## src/rtl/bcd_cal_pkg.sv

```systemverilog
package bcd_cal_pkg;

  localparam int unsigned FW     = 8;
  localparam int unsigned NFLD   = 8;

  localparam int unsigned F_SEC  = 0;
  localparam int unsigned F_MIN  = 1;
  localparam int unsigned F_HOUR = 2;
  localparam int unsigned F_WDAY = 3;
  localparam int unsigned F_DATE = 4;
  localparam int unsigned F_MON  = 5;
  localparam int unsigned F_YEAR = 6;
  localparam int unsigned F_CENT = 7;

  typedef logic [FW-1:0] bcd_t;

  localparam bcd_t FLD_LAST [NFLD] = '{8'h59, 8'h59, 8'h23, 8'h07,
                                       8'h31, 8'h12, 8'h99, 8'h39};
  localparam bcd_t FLD_FIRST [NFLD] = '{8'h00, 8'h00, 8'h00, 8'h01,
                                        8'h01, 8'h01, 8'h00, 8'h00};

  function automatic bcd_t bcd_step(input bcd_t v);
    logic [3:0] tens;
    logic [3:0] units;
    tens  = v[7:4];
    units = v[3:0];
    if (units >= 4'd9) begin
      units = 4'd0;
      tens  = (tens >= 4'd9) ? 4'd0 : tens + 4'd1;
    end else begin
      units = units + 4'd1;
    end
    return {tens, units};
  endfunction

endpackage

```

## src/rtl/bcd_field_ctr.sv

```systemverilog
module bcd_field_ctr
  import bcd_cal_pkg::*;
#(
  parameter bcd_t FIRST = 8'h00
) (
  input  logic clk_i,
  input  logic rst_ni,
  input  logic inc_i,
  input  logic ld_i,
  input  bcd_t ld_val_i,
  input  bcd_t last_i,
  output bcd_t q_o,
  output logic carry_o
);

  bcd_t q_r;
  bcd_t q_n;
  logic at_end;

  assign at_end  = (q_r >= last_i);
  assign carry_o = inc_i & at_end;
  assign q_o     = q_r;

  always_comb begin
    q_n = q_r;
    if (ld_i) begin
      q_n = ld_val_i;
    end else if (inc_i) begin
      q_n = at_end ? FIRST : bcd_step(q_r);
    end
  end

  always_ff @(posedge clk_i or negedge rst_ni) begin
    if (!rst_ni) begin
      q_r <= FIRST;
    end else begin
      q_r <= q_n;
    end
  end

  AST_LOAD_WINS: assert property (@(posedge clk_i) disable iff (!rst_ni)
    ld_i |=> (q_o == $past(ld_val_i))) else $error("load not taken");

  AST_IDLE_HOLD: assert property (@(posedge clk_i) disable iff (!rst_ni)
    (!ld_i && !inc_i) |=> $stable(q_o)) else $error("field moved idle");

  AST_WRAP_FIRST: assert property (@(posedge clk_i) disable iff (!rst_ni)
    (carry_o && !ld_i) |=> (q_o == FIRST)) else $error("bad wrap");

endmodule

```

## src/rtl/cal_month_end.sv

```systemverilog
module cal_month_end
  import bcd_cal_pkg::*;
(
  input  bcd_t mon_i,
  input  bcd_t year_i,
  output bcd_t last_o
);

  logic leap;
  logic [3:0] ytens;
  logic [3:0] yunits;

  assign ytens  = year_i[7:4];
  assign yunits = year_i[3:0];

  always_comb begin
    if (!ytens[0]) begin
      leap = (yunits == 4'd0) || (yunits == 4'd4) || (yunits == 4'd8);
    end else begin
      leap = (yunits == 4'd2) || (yunits == 4'd6);
    end
  end

  always_comb begin
    unique case (mon_i)
      8'h02:                      last_o = leap ? 8'h29 : 8'h28;
      8'h04, 8'h06, 8'h09, 8'h11: last_o = 8'h30;
      default:                    last_o = 8'h31;
    endcase
  end

endmodule

```

## src/rtl/bcd_century_clock.sv

```systemverilog
module bcd_century_clock
  import bcd_cal_pkg::*;
#(
  parameter int unsigned SYNC_STAGES = 2
) (
  input  logic       clk_i,
  input  logic       rst_ni,
  input  logic       tick_i,
  input  logic       halt_i,
  input  logic       ftest_i,
  input  logic       tap512_i,
  input  logic       load_i,
  input  logic [7:0] ld_sec_i,
  input  logic [7:0] ld_min_i,
  input  logic [7:0] ld_hour_i,
  input  logic [7:0] ld_wday_i,
  input  logic [7:0] ld_date_i,
  input  logic [7:0] ld_mon_i,
  input  logic [7:0] ld_year_i,
  input  logic [7:0] ld_cent_i,
  output logic [7:0] sec_o,
  output logic [7:0] min_o,
  output logic [7:0] hour_o,
  output logic [7:0] wday_o,
  output logic [7:0] date_o,
  output logic [7:0] mon_o,
  output logic [7:0] year_o,
  output logic [7:0] cent_o
);

  logic [SYNC_STAGES-1:0] rst_pipe;
  logic                   rst_sn;

  always_ff @(posedge clk_i or negedge rst_ni) begin
    if (!rst_ni) begin
      rst_pipe <= '0;
    end else begin
      rst_pipe <= {rst_pipe[SYNC_STAGES-2:0], 1'b1};
    end
  end
  assign rst_sn = rst_pipe[SYNC_STAGES-1];

  bcd_t             fld_q   [NFLD];
  bcd_t             fld_ld  [NFLD];
  bcd_t             fld_end [NFLD];
  logic [NFLD-1:0]  fld_inc;
  logic [NFLD-1:0]  fld_cy;
  bcd_t             date_end;
  logic             step_en;

  assign fld_ld[F_SEC]  = ld_sec_i;
  assign fld_ld[F_MIN]  = ld_min_i;
  assign fld_ld[F_HOUR] = ld_hour_i;
  assign fld_ld[F_WDAY] = ld_wday_i;
  assign fld_ld[F_DATE] = ld_date_i;
  assign fld_ld[F_MON]  = ld_mon_i;
  assign fld_ld[F_YEAR] = ld_year_i;
  assign fld_ld[F_CENT] = ld_cent_i;

  assign step_en = tick_i & ~halt_i & ~load_i;

  always_comb begin
    fld_inc         = '0;
    fld_inc[F_SEC]  = step_en;
    fld_inc[F_MIN]  = fld_cy[F_SEC];
    fld_inc[F_HOUR] = fld_cy[F_MIN];
    fld_inc[F_WDAY] = fld_cy[F_HOUR];
    fld_inc[F_DATE] = fld_cy[F_HOUR];
    fld_inc[F_MON]  = fld_cy[F_DATE];
    fld_inc[F_YEAR] = fld_cy[F_MON];
    fld_inc[F_CENT] = fld_cy[F_YEAR];
  end

  cal_month_end u_month_end (
    .mon_i  (fld_q[F_MON]),
    .year_i (fld_q[F_YEAR]),
    .last_o (date_end)
  );

  for (genvar gi = 0; gi < NFLD; gi++) begin : g_fld
    if (gi == F_DATE) begin : g_dyn
      assign fld_end[gi] = date_end;
    end else begin : g_fix
      assign fld_end[gi] = FLD_LAST[gi];
    end

    bcd_field_ctr #(
      .FIRST (FLD_FIRST[gi])
    ) u_ctr (
      .clk_i    (clk_i),
      .rst_ni   (rst_sn),
      .inc_i    (fld_inc[gi]),
      .ld_i     (load_i),
      .ld_val_i (fld_ld[gi]),
      .last_i   (fld_end[gi]),
      .q_o      (fld_q[gi]),
      .carry_o  (fld_cy[gi])
    );
  end

  assign sec_o  = {fld_q[F_SEC][7:1],
                   (ftest_i & ~halt_i) ? tap512_i : fld_q[F_SEC][0]};
  assign min_o  = fld_q[F_MIN];
  assign hour_o = fld_q[F_HOUR];
  assign wday_o = fld_q[F_WDAY];
  assign date_o = fld_q[F_DATE];
  assign mon_o  = fld_q[F_MON];
  assign year_o = fld_q[F_YEAR];
  assign cent_o = fld_q[F_CENT];

  AST_HALT_FREEZE: assert property (@(posedge clk_i) disable iff (!rst_sn)
    (halt_i && !load_i) |=> ($stable(fld_q[F_SEC]) && $stable(fld_q[F_DATE])))
    else $error("counted while halted");

  AST_CENT_WRAP: assert property (@(posedge clk_i) disable iff (!rst_sn)
    (fld_cy[F_YEAR] && fld_q[F_CENT] == 8'h39 && !load_i) |=> (cent_o == 8'h00))
    else $error("century wrap");

  AST_WDAY_WRAP: assert property (@(posedge clk_i) disable iff (!rst_sn)
    (fld_cy[F_HOUR] && fld_q[F_WDAY] == 8'h07 && !load_i) |=> (wday_o == 8'h01))
    else $error("weekday wrap");

  AST_DAY_TOGETHER: assert property (@(posedge clk_i) disable iff (!rst_sn)
    (fld_cy[F_HOUR] && !load_i) |=> (hour_o == 8'h00 && min_o == 8'h00))
    else $error("day boundary");

endmodule

```

## config.mk

```make
export PLATFORM = sky130hd
export DESIGN_NAME = bcd_century_clock
export DESIGN_NICKNAME = d
export VERILOG_FILES = /design/src/rtl/bcd_cal_pkg.sv /design/src/rtl/bcd_field_ctr.sv /design/src/rtl/cal_month_end.sv /design/src/rtl/bcd_century_clock.sv
export SDC_FILE = /design/constraint.sdc
export NUM_CORES = 1
export LEC_CHECK = 0
export BUFFER_PORTS_ARGS = -buffer_cell sky130_fd_sc_hd__buf_4
export CAP_MARGIN = 10
export CORE_MARGIN = 4
export CORE_UTILIZATION = 39
export DETAILED_ROUTE_END_ITERATION = 10
export PLACE_DENSITY_LB_ADDON = 0.08
export SKIP_CTS_REPAIR_TIMING = 1
export SYNTH_ARGS = -nofsm -noshare
export SYNTH_HDL_FRONTEND = slang
export SYNTH_SLANG_ARGS = --single-unit
```

## constraint.sdc

```tcl
create_clock -name clk_i -period 5.4 [get_ports clk_i]
set_input_delay 0.27 -clock clk_i [delete_from_list [all_inputs] [get_ports clk_i]]
set_output_delay 0.27 -clock clk_i [all_outputs]
set_load 0.02 [all_outputs]
```

Word-level counts from Yosys, hierarchy flattened
Cells that the tools add are included.
{ "totals": {"input_bits": 71, "reg_bits": 66, "out_inout_bits": 64} }
{ "op_classes": {"addsub": 16, "n_mux": 52, "n_eq_ne": 9, "n_bitwise": 11, "reduce_logical": 28, "order_cmp": 24} }
{ "ops": {"columns": ["operator", "count"], "rows": [
  ["$mux 8", 24],
  ["$mux 4", 24],
  ["$add 4x1->4 const B", 16],
  ["$ge 4x4->1 const B", 16],
  ["$reduce_bool 3->1", 8],
  ["$eq 8x3->1 const B", 2],
  ["$ge 8x6->1 const B", 2],
  ["$ge 8x7->1 const B", 2],
  ["$pmux 8 s2", 1],
  ["$reduce_and 2->1", 8],
  ["$reduce_bool 2->1", 7],
  ["$and 1x1->1", 9],
  ["$eq 4x3->1 const B", 2],
  ["$eq 8x2->1 const B", 1],
  ["$eq 8x4->1 const B", 1],
  ["$eq 8x5->1 const B", 1],
  ["$ge 8x3->1 const B", 1],
  ["$ge 8x5->1 const B", 1],
  ["$ge 8x8->1", 1],
  ["$ge 8x8->1 const B", 1],
  ["$eq 4x2->1 const B", 1],
  ["$eq 4x4->1 const B", 1],
  ["$logic_not 4->1", 1],
  ["$reduce_or 4->1", 1],
  ["3 further kinds", 8]
]} }

Longest topological paths before layout
{ "logic_depth": {"word_depth": 12, "depth_mapped": 13} }

Modules after synthesis
Synthesis repeated with hierarchy kept, for this count alone.
{ "hier_totals": {"cells_unflattened": 755, "hier_area_um2": 7115.6} }
{ "modules_own_cells": {"columns": ["module", "instances", "seq_area_each_um2", "cells_per_inst", "area_per_inst_um2"], "rows": [
  ["bcd_field_ctr at g_fld[0].u_ctr ...", 5, 200.2, 91, 868.3],
  ["bcd_field_ctr at g_fld[3].u_ctr ...", 3, 201.4, 91, 848.3],
  ["cal_month_end", 1, 0.0, 20, 142.6],
  ["bcd_century_clock", 1, 50.0, 7, 86.3]
]} }

Worst setup path after synthesis
No wires, ideal clock.
{ "synth_timing": {"path_type": "reg2reg", "start": "register g_fld[5].u_ctr.q_r[0]", "end": "register g_fld[6].u_ctr.q_r[2]", "n_path_buf": 1, "period_less_slack_ns": 3.076, "setup_slack_ns": 2.324, "path_stages_with_launch": 13, "setup_ns": 0.126, "arrival_ns": 2.950, "cell_sequence": "dfstp_2 -> inv_1 -> ha_1 -> o211ai_1 -> o21ai_0 -> a31oi_1 -> ha_1 -> or4b_1 -> and4_4 -> buf_6 -> o21ai_4 -> nor2_2 -> a221o_1"} }
{ "synth_between": {"elab_chain_cells": 7, "word_cells_on_any_way": 12} }
{ "synth_lines": {"columns": ["item", "line", "rtl"], "rows": [
  ["start: declaration", "bcd_field_ctr.sv:16", "bcd_t q_r;"],
  ["start signal: assignment", "bcd_field_ctr.sv:37", "q_r <= q_n;"],
  ["$eq 8x3->1, or another cell as far along", "cal_month_end.sv:25", "unique case (mon_i)"],
  ["$reduce_or 4->1", "cal_month_end.sv:25", null],
  ["$pmux 8 s2", "cal_month_end.sv:25", null],
  ["$ge 8x8->1", "bcd_field_ctr.sv:20", "assign at_end = (q_r >= last_i);"],
  ["$and 1x1->1", "bcd_field_ctr.sv:21", "assign carry_o = inc_i & at_end;"],
  ["$and 1x1->1 *", "bcd_field_ctr.sv:21", null],
  ["$reduce_bool 2->1 (no source line) *", null, null],
  ["end signal: assignment", "bcd_field_ctr.sv:37", null],
  ["end: declaration", "bcd_field_ctr.sv:16", null]
]} }
Every way passes the cells marked *; elsewhere a longest branch is shown, timed or not.
A chain may end at the register's enable or synchronous reset.

Worst setup path in the final report
{ "layout_timing": {"start": "register g_fld[5].u_ctr.q_r[5]", "end": "register g_fld[5].u_ctr.q_r[1]"} }
{ "layout_between": {"elab_chain_cells": 6, "word_cells_on_any_way": 14} }
{ "layout_lines": {"columns": ["item", "line"], "rows": [
  ["$eq 8x3->1, or another cell as far along", "cal_month_end.sv:25"],
  ["$reduce_or 4->1", "cal_month_end.sv:25"],
  ["$pmux 8 s2", "cal_month_end.sv:25"],
  ["$ge 8x8->1", "bcd_field_ctr.sv:20"],
  ["$and 1x1->1", "bcd_field_ctr.sv:21"],
  ["$reduce_bool 2->1 (no source line)", null]
]} }
Several ways; a longest one is shown, not always the timed one. The select of a mux whose other input is x is not followed.

==> flow_summary.ini <==
[outcome]
status = finished, final reports clean

[setup_path]
cp_slowest_cell = or4b_1
cp.required_ns = 5.61
cpLargestDelayFamily = simple AND/OR/NAND/NOR gates
arrival_ns = 3.55
crit_chain = inv_1 -> ha_1 -> nor2b_1 -> nand4b_1 -> nor3_1 -> a31oi_1 -> ha_1 -> or4b_1 -> and4_4 -> nor2_1 -> nor2_1 -> mux2i_1
path_buf_inv = 1
start_kind = register
cp-end-kind = register
slowest_delay_ns = 0.51
criticalPathCategory = reg2reg
crit_fanout = 8

[sta]
slew_viol_final = 0
setup_viol = 0
slew_headroom_pct = 42.1
hold_viol = 0
rsz0062_at_grt = false
tightest_slew_ns = 0.861
setup_tns_ns = 0
timing.final.crit_period_ns = 3.34
clock.fmax_mhz = 299
period_share_pct = 61.9
fin_worst_skew_ns = 0.00424

[placement]
hpwl_mm = 9.63
dpl_cell_area_um2 = 5680
place.gp.congestion = 0.796
dp_cells = 760
portBuffers = 134

[power]
p_sw_share_pct = 39.1
pwr-share-seq_pct = 34.8
ir_worst_vdd_uv = 152
power.leakage_nw = 2.85
clkPwrFrac_pct = 26.6
switchingPower_w = 0.000840
p_per_area_nw_per_um2 = 359
power_frac_comb_pct = 38.6
power.internal_w = 0.00131

[min_path]
hold_path.class = in2reg

[logic_synthesis]
avgSynthCellArea_um2 = 9.46
synth_sequential_area_ratio_pct = 33.0
synth-warning-count = 0
synth_seq_cells = 66
synth_fp_nets = 654
synth-edff-count = 0
syn_area_um2 = 5020
synth.distinct_cells = 76
async_flop_share_pct = 100
synthCells = 531
synth_flop_cell = dfrtp_1

[floorplan]
die_w_um = 121
start_util_pct = 39.8
coreArea_um2 = 12600
ioPinCount = 135
rows = 41
die_area_um2 = 14800
dieHeight_um = 121

[final_layout]
stdcell_count = 777
post-route-cell-area_um2 = 5980
nets = 723
area_growth_pct = 19.0
antenna_cells = 0
drive_gt1_share_pct = 28.9
fin_util_pct = 47.4

[global_routing]
grt_overflow = 0
met3_usage_pct = 4.24
grt_max_degree = 65
use_met1_pct = 23.4
busiest_layer = met2
global_route.usage.met2_pct = 29.7
grt_pass1_wl_mm = 21.5
antenna_found_initial = 0
grt_pass1_vias = 4299
grt_usage_pct = 18.3

[cts]
clkLatencyLatePin_ns = 0.34
cts_buffer_depth = 2
h-tree-depth = 3
cts_sinks = 66
cts_root_buffer = clkbuf_16
cts_tree = yes
cts.clk_slew.worst_paths_ns = 0.06
cts_made_buffers = 9

[route]
detail_route.wl_per_cell_um = 16.9
drcViolationCount = 0
final_antenna_net_count = 0
via_per_inst = 5.23
num_vias = 4064
first_pass_iters = 4
drtIter0Drc = 233
drt-total-wl_mm = 13.1

[job]
max_cap_viol_count = 0
==> cell families after synthesis <==
family,share of synthesized area [%]
and+or+nand+nor,13.0
muxes,3.81
DFF,33.0
other,0.0747
AOI/OAI and AO/OA,21.4
buffers and inverters,15.3
adders and majority gates,13.0
xor gates and xnor gates,0.523
==> Yosys cell counts, types with 5 or more instances <==
cell type	n	area [µm²]
nor2_1	24	90.1
a22oi_1	20	150
o211ai_1	10	75.1
nand3_1	17	85.1
buf_6	5	56.3
a32oi_1	6	52.6
a21oi_1	15	75.1
nor3_1	12	60.1
o21ai_0	26	130
inv_1	51	191
ha_1	52	651
mux2i_1	18	180
a221o_1	8	80.1
a22o_1	8	70.1
buf_4	63	473
clkbuf_1	5	18.8
nand2_1	26	97.6
nor3b_1	6	45.0
dfrtp_1	63	1580
==> power by group through the flow <==
stage,clock network (W),registers (W),logic (W)
after detailed placement,0,0.000755,0.000841
final,0.000571,0.000747,0.000829
after CTS,0.000588,0.000747,0.000843
after floorplan,0,0.000709,0.000682
after global placement,0,0.000751,0.000823
after global routing,0.000610,0.000769,0.000923
==> layer usage <==
| metal | vias up | wire length [µm] |
|---|---|---|
| met4 | 0 | 268 |
| met3 | 21 | 757 |
| li1 | 1987 | - |
| met2 | 114 | 6280 |
| met5 | - | 0 |
| met1 | 1942 | 5820 |
==> sequential cells by signal, indices dropped and copies added, names as in the netlist <==
register and count:
g_fld.u_ctr.q_o 64, rst_pipe 2
==> through the flow <==
stage | power, W | hold slack [ns] | worst slack, ns
after floorplan | 0.00139 | -0.0256 | 2.32
after global placement | 0.00157 | 0.0534 | 2.14
after detailed placement | 0.00160 | 0.0540 | 2.06
after CTS | 0.00218 | -0.312 | 2.05
after global routing | 0.00230 | 0.137 | 1.79
final | 0.00215 | 0.131 | 2.06
==> path summary, 6_finish.rpt <==
kind | slack, ns | startpoint | end | cells past startpoint
max in group asynchronous | 4.38 | rst_pipe[1] | g_fld[5].u_ctr.q_o[4] | 1
hold / removal | 0.13 | ld_date_i[7] | g_fld[4].u_ctr.q_o[7] | 3
setup / recovery | 2.06 | g_fld[5].u_ctr.q_o[5] | g_fld[5].u_ctr.q_o[1] | 12
setup reg to reg | 2.06 | g_fld[5].u_ctr.q_o[5] | g_fld[5].u_ctr.q_o[1] | 12
min in group asynchronous | 0.26 | rst_ni | rst_pipe[1] | 2
hold reg to reg | 0.35 | rst_pipe[0] | rst_pipe[1] | 0
==> final cells by class <==
| class | instances | area [µm²] |
|---|---|---|
| multi-input cells | 335 | 2600 |
| clock inverters | 2 | 10.0 |
| inverters | 51 | 191 |
| fillers | 1291 | 6640 |
| repair buffers | 137 | 1030 |
| clock buffers | 14 | 274 |
| well taps | 172 | 215 |
| flip-flops and latches | 66 | 1660 |
==> worst min-delay path: stages <==
cell and delay (ns):
buf_4 0.08, nand2_1 0.04, nand2_1 0.05
==> layout by cell type (no fill, tap or decap), types with 4 or more instances in the layout <==
cell type / n
a32oi_1: 6
a22oi_1: 20
buf_4: 136
o21ai_0: 26
nand3_1: 17
nand2_1: 26
ha_1: 52
clkbuf_16: 9
o22ai_1: 4
a22o_1: 8
a221o_1: 8
nor2_1: 24
a21oi_1: 15
dfrtp_1: 62
o211ai_1: 10
nor3_1: 12
nor3b_1: 6
o31a_1: 4
inv_1: 51
mux2i_1: 18
Power figures use the tool's default switching activity.
